`src/rtl/sched_pkg.sv`:
```
package sched_pkg;
    localparam int unsigned DEF_NUM_Q        = 8;
    localparam int unsigned DEF_REFILL       = 4;
    localparam int unsigned DEF_CACHE_W      = 24;
    localparam int unsigned DEF_BACKLOG_BITS = 8;
endpackage

```
`src/rtl/sched_qctr.sv`:
```
module sched_qctr #(
    parameter int unsigned REFILL   = 4,
    parameter int unsigned CACHE_W  = 24,
    parameter int unsigned OCC_BITS = 5,
    parameter int unsigned BL_BITS  = 8
) (
    input  logic                clk,
    input  logic                rst_n,
    input  logic                rd_hit,
    input  logic                arr_hit,
    input  logic                rep_hit,
    output logic [OCC_BITS-1:0] occ,
    output logic [BL_BITS-1:0]  backlog,
    output logic                empty_rd
);
    localparam logic [OCC_BITS-1:0] REF_OCC = OCC_BITS'(REFILL);
    localparam logic [BL_BITS-1:0]  REF_BL  = BL_BITS'(REFILL);

    typedef struct packed {
        logic [OCC_BITS-1:0] occ;
        logic [BL_BITS-1:0]  bl;
    } cnt_t;

    cnt_t cnt_d, cnt_q;

    always_comb begin
        cnt_d    = cnt_q;
        empty_rd = rd_hit && (cnt_q.occ == '0);
        if (rd_hit && (cnt_q.occ != '0)) cnt_d.occ = cnt_d.occ - 1'b1;
        if (rep_hit)                     cnt_d.occ = cnt_d.occ + REF_OCC;
        if (arr_hit && (cnt_q.bl != '1)) cnt_d.bl  = cnt_d.bl + 1'b1;
        if (rep_hit)                     cnt_d.bl  = cnt_d.bl - REF_BL;
    end

    always_ff @(posedge clk) begin
        if (!rst_n) cnt_q <= '0;
        else        cnt_q <= cnt_d;
    end

    assign occ     = cnt_q.occ;
    assign backlog = cnt_q.bl;


    occ_cap_chk: assert property (@(posedge clk) disable iff (!rst_n)
        32'(cnt_q.occ) <= CACHE_W);


    empty_hold_chk: assert property (@(posedge clk) disable iff (!rst_n)
        (rd_hit && cnt_q.occ == '0 && !rep_hit) |=> (cnt_q.occ == '0));


    backlog_cover_chk: assert property (@(posedge clk) disable iff (!rst_n)
        rep_hit |-> (32'(cnt_q.bl) >= REFILL));
endmodule

```
`src/rtl/sched_maxpick.sv`:
```
module sched_maxpick #(
    parameter int unsigned NUM_Q    = 8,
    parameter int unsigned DEF_BITS = 5,
    parameter int unsigned QID_BITS = 3
) (
    input  logic [NUM_Q-1:0]          elig,
    input  logic [NUM_Q*DEF_BITS-1:0] deficit_flat,
    output logic                      found,
    output logic [QID_BITS-1:0]       idx
);
    logic [DEF_BITS-1:0] best_def;

    always_comb begin
        found    = 1'b0;
        idx      = '0;
        best_def = '0;
        for (int i = 0; i < int'(NUM_Q); i++) begin
            if (elig[i] && (!found || deficit_flat[i*DEF_BITS +: DEF_BITS] > best_def)) begin
                found    = 1'b1;
                idx      = QID_BITS'(i);
                best_def = deficit_flat[i*DEF_BITS +: DEF_BITS];
            end
        end
    end
endmodule

```
`src/rtl/refill_sched.sv`:
```
module refill_sched
    import sched_pkg::*;
#(
    parameter int unsigned NUM_Q        = DEF_NUM_Q,
    parameter int unsigned REFILL       = DEF_REFILL,
    parameter int unsigned CACHE_W      = DEF_CACHE_W,
    parameter int unsigned BACKLOG_BITS = DEF_BACKLOG_BITS,
    localparam int unsigned QID_BITS    = (NUM_Q > 1) ? $clog2(NUM_Q) : 1,
    localparam int unsigned OCC_BITS    = $clog2(CACHE_W + 1)
) (
    input  logic                      clk,
    input  logic                      rst_n,
    input  logic                      rd_valid,
    input  logic [QID_BITS-1:0]       rd_qid,
    input  logic                      arr_valid,
    input  logic [QID_BITS-1:0]       arr_qid,
    output logic                      rep_valid,
    output logic [QID_BITS-1:0]       rep_qid,
    output logic                      underflow_err,
    output logic [NUM_Q*OCC_BITS-1:0] occ_flat
);
    localparam int unsigned SLOT_BITS = (REFILL > 1) ? $clog2(REFILL) : 1;
    localparam logic [SLOT_BITS-1:0] LAST_SLOT = SLOT_BITS'(REFILL - 1);

    typedef struct packed {
        logic [SLOT_BITS-1:0] slot;
        logic                 rep_valid;
        logic [QID_BITS-1:0]  rep_qid;
        logic                 err;
    } state_t;

    state_t st_d, st_q;

    logic [NUM_Q-1:0]          elig;
    logic [NUM_Q-1:0]          empty_rd;
    logic [NUM_Q*OCC_BITS-1:0] deficit_flat;
    logic [OCC_BITS-1:0]       occ_arr [NUM_Q];
    logic                      found;
    logic [QID_BITS-1:0]       pick_idx;
    logic                      dec_fire;

    assign dec_fire = (st_q.slot == LAST_SLOT) && found;

    for (genvar g = 0; g < int'(NUM_Q); g++) begin : g_queue
        logic [BACKLOG_BITS-1:0] bl;
        logic [OCC_BITS-1:0]     def;

        sched_qctr #(
            .REFILL  (REFILL),
            .CACHE_W (CACHE_W),
            .OCC_BITS(OCC_BITS),
            .BL_BITS (BACKLOG_BITS)
        ) i_qctr (
            .clk     (clk),
            .rst_n   (rst_n),
            .rd_hit  (rd_valid && (rd_qid == QID_BITS'(g))),
            .arr_hit (arr_valid && (arr_qid == QID_BITS'(g))),
            .rep_hit (dec_fire && (pick_idx == QID_BITS'(g))),
            .occ     (occ_arr[g]),
            .backlog (bl),
            .empty_rd(empty_rd[g])
        );

        assign def  = OCC_BITS'(CACHE_W) - occ_arr[g];
        assign elig[g] = (32'(bl) >= REFILL) && (32'(def) >= REFILL);
        assign deficit_flat[g*OCC_BITS +: OCC_BITS] = def;
        assign occ_flat[g*OCC_BITS +: OCC_BITS]     = occ_arr[g];
    end

    sched_maxpick #(
        .NUM_Q   (NUM_Q),
        .DEF_BITS(OCC_BITS),
        .QID_BITS(QID_BITS)
    ) i_pick (
        .elig        (elig),
        .deficit_flat(deficit_flat),
        .found       (found),
        .idx         (pick_idx)
    );

    always_comb begin
        st_d           = st_q;
        st_d.slot      = (st_q.slot == LAST_SLOT) ? '0 : st_q.slot + 1'b1;
        st_d.rep_valid = dec_fire;
        st_d.rep_qid   = dec_fire ? pick_idx : st_q.rep_qid;
        st_d.err       = st_q.err || (|empty_rd);
    end

    always_ff @(posedge clk) begin
        if (!rst_n) st_q <= '0;
        else        st_q <= st_d;
    end

    assign rep_valid     = st_q.rep_valid;
    assign rep_qid       = st_q.rep_qid;
    assign underflow_err = st_q.err;


    rep_gap_chk: assert property (@(posedge clk) disable iff (!rst_n)
        rep_valid |=> !rep_valid);


    err_sticky_chk: assert property (@(posedge clk) disable iff (!rst_n)
        underflow_err |=> underflow_err);


    rep_filled_chk: assert property (@(posedge clk) disable iff (!rst_n)
        (rep_valid && 32'(rep_qid) < NUM_Q) |-> (32'(occ_arr[rep_qid]) + 1 >= REFILL));


    rep_qid_range_chk: assert property (@(posedge clk) disable iff (!rst_n)
        rep_valid |-> (32'(rep_qid) < NUM_Q));
endmodule

```
`config.mk`:
```
export PLATFORM = sky130hd
export DESIGN_NAME = refill_sched
export DESIGN_NICKNAME = d
export VERILOG_FILES = /design/src/rtl/sched_pkg.sv /design/src/rtl/sched_qctr.sv /design/src/rtl/sched_maxpick.sv /design/src/rtl/refill_sched.sv
export SDC_FILE = /design/constraint.sdc
export NUM_CORES = 1
export LEC_CHECK = 0
export CAP_MARGIN = 20
export CORE_MARGIN = 1
export CORE_UTILIZATION = 43
export CTS_CLUSTER_SIZE = 20
export DETAILED_ROUTE_END_ITERATION = 10
export PLACE_DENSITY = 0.69
export REMOVE_ABC_BUFFERS = 1
export SETUP_SLACK_MARGIN = 0.5
export SYNTH_ARGS = -nofsm -noshare
export SYNTH_HDL_FRONTEND = slang
export SYNTH_SLANG_ARGS = --single-unit
```
`constraint.sdc`:
```
create_clock -name clk -period 15.8 [get_ports clk]
set_input_delay 2.37 -clock clk [delete_from_list [all_inputs] [get_ports clk]]
set_output_delay 2.37 -clock clk [all_outputs]
set_load 0.02 [all_outputs]
```
# After elaboration in Yosys (flattened, before gate mapping)
# Index checks and enable logic that the tools add are counted.
dict set report word_totals {
  regBits 111
  inputBits 10
  output_inout_bits 45
  word_cells 269
}
dict set report classes {
  addsub 41
  magnitude_cmp 23
  n_eq_ne 30
  mux 54
  bitwise_logic 1
  reduce_logical 100
}
# op count
set op_table {}
lappend op_table {{2-to-1 mux 8 bit} 16}
lappend op_table {{2-to-1 mux 5 bit} 23}
lappend op_table {{adder 8 x 1 -> 8 bit (second input constant)} 8}
lappend op_table {{>= comparator 8 x 3 -> 1 bit (second input constant)} 8}
lappend op_table {{logical AND 1 bit} 64}
lappend op_table {{inequality test 8 bit (second input constant)} 8}
lappend op_table {{subtractor 8 x 3 -> 8 bit (second input constant)} 8}
lappend op_table {{adder 5 x 3 -> 5 bit (second input constant)} 8}
lappend op_table {{>= comparator 5 x 3 -> 1 bit (second input constant)} 8}
lappend op_table {{zero test 5 bit} 8}
lappend op_table {{nonzero test 5 bit} 8}
lappend op_table {{subtractor 5 x 1 -> 5 bit (second input constant)} 8}
lappend op_table {{subtractor 5 bit (first input constant)} 8}
lappend op_table {{equality test 3 bit (second input constant)} 12}
lappend op_table {{greater-than comparator 5 bit} 7}
lappend op_table {{equality test 3 x 2 -> 1 bit (second input constant)} 6}
lappend op_table {{2-to-1 mux 3 bit} 4}
lappend op_table {{equality test 3 x 1 -> 1 bit (second input constant)} 3}
lappend op_table {{zero test 3 bit} 3}
lappend op_table {{2-to-1 mux 1 bit} 9}
lappend op_table {{logical OR 1 bit} 8}
lappend op_table {{OR reduction 8 bit} 1}
lappend op_table {{zero test 1 bit} 7}
lappend op_table {{2-to-1 mux 2 bit} 2}
lappend op_table {{other kinds (4)} 4}

# Depth between registers and ports, before layout
dict set report depth {
  ltp_word 35
  depth_mapped 68
}

# Hierarchy
# From an unflattened synthesis, not the netlist that was laid out.
dict set report hier_totals {
  hier_cells 1148
  hier_area_um2 9480.3
}
# module instances cells_each area_per_inst_um2 seq_area_each_um2
set modules_own_cells {}
lappend modules_own_cells {sched_qctr 8 93 830.8 260.2}
lappend modules_own_cells {sched_maxpick 1 219 1579.0 0.0}
lappend modules_own_cells {refill_sched 1 185 1255.0 140.1}

# Worst setup path before layout
# No wires, ideal clock.
dict set report synth_path {
  kind {reg2reg}
  startpoint {reg g_queue[0].i_qctr.cnt_q (netlist bit g_queue[0].i_qctr.occ[0])}
  endpoint {reg g_queue[2].i_qctr.cnt_q (netlist bit g_queue[2].i_qctr.backlog[5])}
  setup_ns 0.072
  arrival_time_ns 12.260
  required_time_ns 15.728
  setup_slack_ns 3.468
  stages_incl_launch_ff 63
  path_buffers 4
  synth_period_minus_slack_ns 12.332
  cell_sequence {dfxtp_1 -> inv_1 -> ha_1 -> nor2b_1 -> a21oi_1 -> o311a_2 -> nand2_1 -> ha_1 -> and3_1 -> mux2i_1 -> o21ai_0 -> a21oi_1 -> mux2_2 -> ha_1 -> and2_1 -> a41o_1 -> a21oi_1 -> a21o_1 -> [27 not listed] -> nor2b_1 -> o21ai_0 -> a21oi_1 -> o211ai_1 -> o31a_1 -> buf_2 -> nand2_1 -> o21ai_0 -> o21ba_2 -> ha_1 -> nand4_1 -> mux2i_1 -> o31a_1 -> o211ai_1 -> or2_1 -> buf_2 -> nor4_2 -> mux2i_1}
}
dict set report synth_between {
  elab_chain_cells 35
  word_cells_on_any_way 57
}
# item line
set synth_lines {}
lappend synth_lines {{from (decl)} sched_qctr.sv:24} ;# cnt_t cnt_d, cnt_q;
lappend synth_lines {{from (signal assigned)} sched_qctr.sv:37} ;# else cnt_q <= cnt_d;
lappend synth_lines {{subtractor 5 bit (*)} refill_sched.sv:64} ;# assign def = OCC_BITS'(CACHE_W) - occ_arr[g];
lappend synth_lines {{>= comparator 5 x 3 -> 1 bit} refill_sched.sv:65} ;# assign elig[g] = (32'(bl) >= REFILL) && (32'(def) >= REFILL);
lappend synth_lines {{logical AND 1 bit} refill_sched.sv:65}
lappend synth_lines {{2-to-1 mux 5 bit or 2-to-1 mux 1 bit (tied branches)} sched_maxpick.sv:18} ;# if (elig[i] && (!found || deficit_flat[i*DEF_BITS +: DEF_BITS] > best_def)) begin
lappend synth_lines {{greater-than comparator 5 bit or zero test 1 bit (tied branches)} sched_maxpick.sv:18}
lappend synth_lines {{logical OR 1 bit} sched_maxpick.sv:18}
lappend synth_lines {{logical AND 1 bit} sched_maxpick.sv:18}
lappend synth_lines {{2-to-1 mux 5 bit or 2-to-1 mux 1 bit (tied branches)} sched_maxpick.sv:18}
lappend synth_lines {{[19 not listed]} n/a}
lappend synth_lines {{2-to-1 mux 5 bit or 2-to-1 mux 1 bit (tied branches)} sched_maxpick.sv:18}
lappend synth_lines {{greater-than comparator 5 bit or zero test 1 bit (tied branches)} sched_maxpick.sv:18}
lappend synth_lines {{logical OR 1 bit} sched_maxpick.sv:18}
lappend synth_lines {{logical AND 1 bit} sched_maxpick.sv:18}
lappend synth_lines {{2-to-1 mux 3 bit or 2-to-1 mux 1 bit (tied branches)} sched_maxpick.sv:18}
lappend synth_lines {{equality test 3 x 2 -> 1 bit or logical AND 1 bit (tied branches)} {refill_sched.sv:58, refill_sched.sv:42}}
lappend synth_lines {{logical AND 1 bit (*)} refill_sched.sv:58} ;# .rep_hit (dec_fire && (pick_idx == QID_BITS'(g))),
lappend synth_lines {{2-to-1 mux 8 bit (*)} sched_qctr.sv:32} ;# if (rep_hit) cnt_d.bl = cnt_d.bl - REF_BL;
lappend synth_lines {{to (signal assigned)} sched_qctr.sv:37}
lappend synth_lines {{to (decl)} sched_qctr.sv:24}
# Mark *: on every way between the ends. The rest lies on a longest branch, timed or not.
# A chain may end at the register's enable or synchronous reset.

# Worst setup path after layout
dict set report layout_path {
  startpoint {reg g_queue[0].i_qctr.cnt_q (netlist bit g_queue[0].i_qctr.occ[0])}
  endpoint {reg g_queue[2].i_qctr.cnt_q (netlist bit g_queue[2].i_qctr.backlog[6])}
}
# Same word-level chain as after synthesis.

==> out/metrics.cfg <==
[setup_path]
worstReg2RegStart=g_queue[0].i_qctr.occ[0]
crit_path_max_fanout=21
timing.critical_path.slowest_stage_cell=or4_1
critical_path.most_common_cell=ha_1
startpoint_type=flop
setup.worst_path.start=g_queue[0].i_qctr.occ[0]
critPathCaptureType=flop
cp_data_required_time_ns=16.09
critPathMaxStageDelay_ns=0.62
setup.worst_path.class=reg2reg
critPathArrivalTime_ns=14.52

[place]
postPlaceCellArea_um2=9908
place_congestion=0.9280
post-place-cells=1442
port-buffer-count=54
hpwl_after_detailed_placement_mm=17.54

[drt]
route.antenna.remaining_nets=0
drt_iter0_drc=614
detailroute.via_count=8308
drt_drc_violations_left=0
drtPass1Iterations=5
detail_route.wl_per_cell_um=15.85
drt-total-wl_mm=23.11
detail_route.vias_per_cell=5.698

[worst_hold_path]
holdCritPathClass=reg2reg
min_from=st_q[5]

[cts]
tritoncts_clock_tree=done
clock_sink_count=111
cts_root_buf=clkbuf_16
postCtsSetupBuffers=0
cts_hold_buffers=0
cts.repair.resized=0
cts_buffers=9
clock_path_buffers=2
clock_latency_late_sink_ns=0.37
clock_tree.htree_level_count=3
clkTransAtPathRegs_ns=0.08

[sta]
unrepaired_setup_endpoints_after_global_routing=false
worst_slew_margin_rel_pct=34.64
worst_clock_skew_ns=0.008378
final_period_minus_worst_setup_slack_ns=14.23
number_of_hold_slack_violations_in_the_final_timing_report=0
max_slew.worst_pin.slew_ns=0.9768
max_freq_ghz=0.07028
setup_viol=0
timing.final.crit_share_pct=90.06
slew_violations=0
fin_tns_setup_ns=0

[layout]
antennaDiodeCount=0
syn_to_final_growth_pct=10.74
layout-drive-gt1-share_pct=6.086
finalNetCount=1272
final_area_um2=10190
finalNonFillerCells=1458
final_core_utilization_pct=48.47

[synthesis]
synth.avg_cell_area_um2=8.001
synthFlopType=dfxtp_1
synth-warning-count=0
sequential_cell_area_fraction_in_the_yosys_report_pct=24.15
ys_ff_latch=111
ys_types=89
netlist_instances=1150
synth.cell_area_um2=9201
asyncSetResetFlopFracSynth_pct=0
synth-edff-count=0

[status]
status=complete, no violations

[floorplanning]
die_width_um=148.3
rows=53
fp.dieArea_um2=21990
start_util_pct=43.77
num_io_pins=55
floorplan.core_area_um2=21020
fp.dieH_um=148.3

[global_route]
grt_pass1_vias=7476
maximum_number_of_pins_on_one_net_before_global_route_repair=58
antenna_found_initial=0
grt_pass1_wl_mm=37.60
track_usage_pct=21.43
globalRoute.totalOverflow=0

[power]
p_per_area_nw_per_um2=52.16
leakage_nw=3.618
power.ir.vdd_worst_v=0.00004766
report.power.total_mw=0.5315

[flow_run]
max_cap_viols=0

final timing paths:
kind | cells past startpoint | to | slack, ns
setup / recovery | 58 | g_queue[2].i_qctr.backlog[6] | 1.57
hold / removal | 1 | st_q[5] | 0.43
setup reg to reg | 58 | g_queue[2].i_qctr.backlog[6] | 1.57
hold reg to reg | 1 | st_q[5] | 0.43
cell usage after synthesis (4+ instances only):
cell	number	area share, %
and2_1	12	0.82
nor2b_1	17	1.2
a21boi_0	4	0.33
o211ai_1	7	0.57
nor2_1	108	4.4
a211oi_1	14	1.1
or3_1	9	0.61
buf_4	6	0.49
o311a_1	6	0.65
xor2_1	40	3.8
mux2_2	6	0.73
a31o_2	9	0.86
clkbuf_1	21	0.86
mux2i_1	20	2.2
buf_2	10	0.54
nand4_1	27	1.8
nor3b_1	5	0.41
o31ai_1	7	0.57
dfxtp_1	111	24
o21a_1	10	0.82
xnor2_1	72	6.9
a31oi_1	8	0.54
ha_1	84	11
nor4_1	18	1.2
nand2b_1	28	1.9
inv_1	61	2.5
a21oi_1	50	2.7
nor3_1	48	2.6
nor3_2	4	0.44
nand2_1	123	5.0
a21o_1	4	0.33
o22ai_1	5	0.34
o31a_1	9	0.86
nand3_1	54	2.9
and3_1	16	1.1
and4_1	5	0.48
o21ai_0	22	1.2
or4_1	6	0.49
placed cells by master (no fill, tap or decap), types with 8 or more instances in the layout:
master and n:
a31o_2 9, a211oi_1 14, nand4_1 27, ha_1 84, xnor2_1 72, xor2_1 40
a21oi_1 49, o21a_1 10, nand3_1 54, clkbuf_16 9, nor4_1 18, nor2_1 108
or3_1 9, a31oi_1 8, inv_1 60, o31a_1 8, nor3_1 48, mux2i_1 20
and3_1 16, nor2b_1 17, dfxtp_1 111, o21ai_0 22, nand2b_1 28, nand2_1 123
clkdlybuf4s50_1 54, and2_1 12
logic make-up after synthesis:
logic type,after synthesis,synth area share (%)
and+or+nand+nor,498,27.50
muxes,26,2.910
DFF,111,24.15
buffers and inverters,101,4.664
adders and majority gates,84,11.42
AOI/OAI and AO/OA,218,18.70
xor gates and xnor gates,112,10.66
per-layer routing:
layer / track usage [%] / wire length [um] / up-vias
li1: - / - / 4193
met4: 7.268 / 581 / 0
met3: 3.313 / 929 / 36
met1: 28.61 / 11040 / 3890
met2: 35.02 / 10560 / 189
met5: 0 / 0 / -
sequential cells by signal, indices dropped and copies added, names as in the netlist:
signal and flops:
st_q 2, underflow_err 1, g_queue.i_qctr.backlog 64, g_queue.i_qctr.occ 40, rep_qid 3, rep_valid 1
area by class of cell:
type	instances	area, um2
inverters	61	229.0
fillers	2008	10830
clock inverters	3	26.28
well taps	275	344.1
multi-input cells	938	6555
flip-flops and latches	111	2222
repair buffers	57	563.0
clock buffers	13	250.2
per-stage QoR:
step | worst slack, ns | hold slack, ns
finish | 1.570 | 0.4338
global route | 0.4804 | 0.4501
CTS | 1.528 | 0.4395
detailed placement | 1.543 | 0.4285
global placement | 2.025 | 0.4187
floorplan | 3.190 | 0.4043
worst max-delay path, delay by kind of cell (launching register included):
family,cells,cell delay [ns]
compound gates,29,6.35
fa+ha+maj,8,2.23
simple gates,15,3.64
mux,5,1.41
buf+inv,1,0.11
flops,1,0.39
power breakdown:
group | internal (mW) | total (mW) | switching (mW)
sequential | 0.281 | 0.283 | 0.00151
combinational | 0.00862 | 0.0251 | 0.0165
clock | 0.113 | 0.223 | 0.110
No activity file was read; power rests on OpenSTA's default activity.
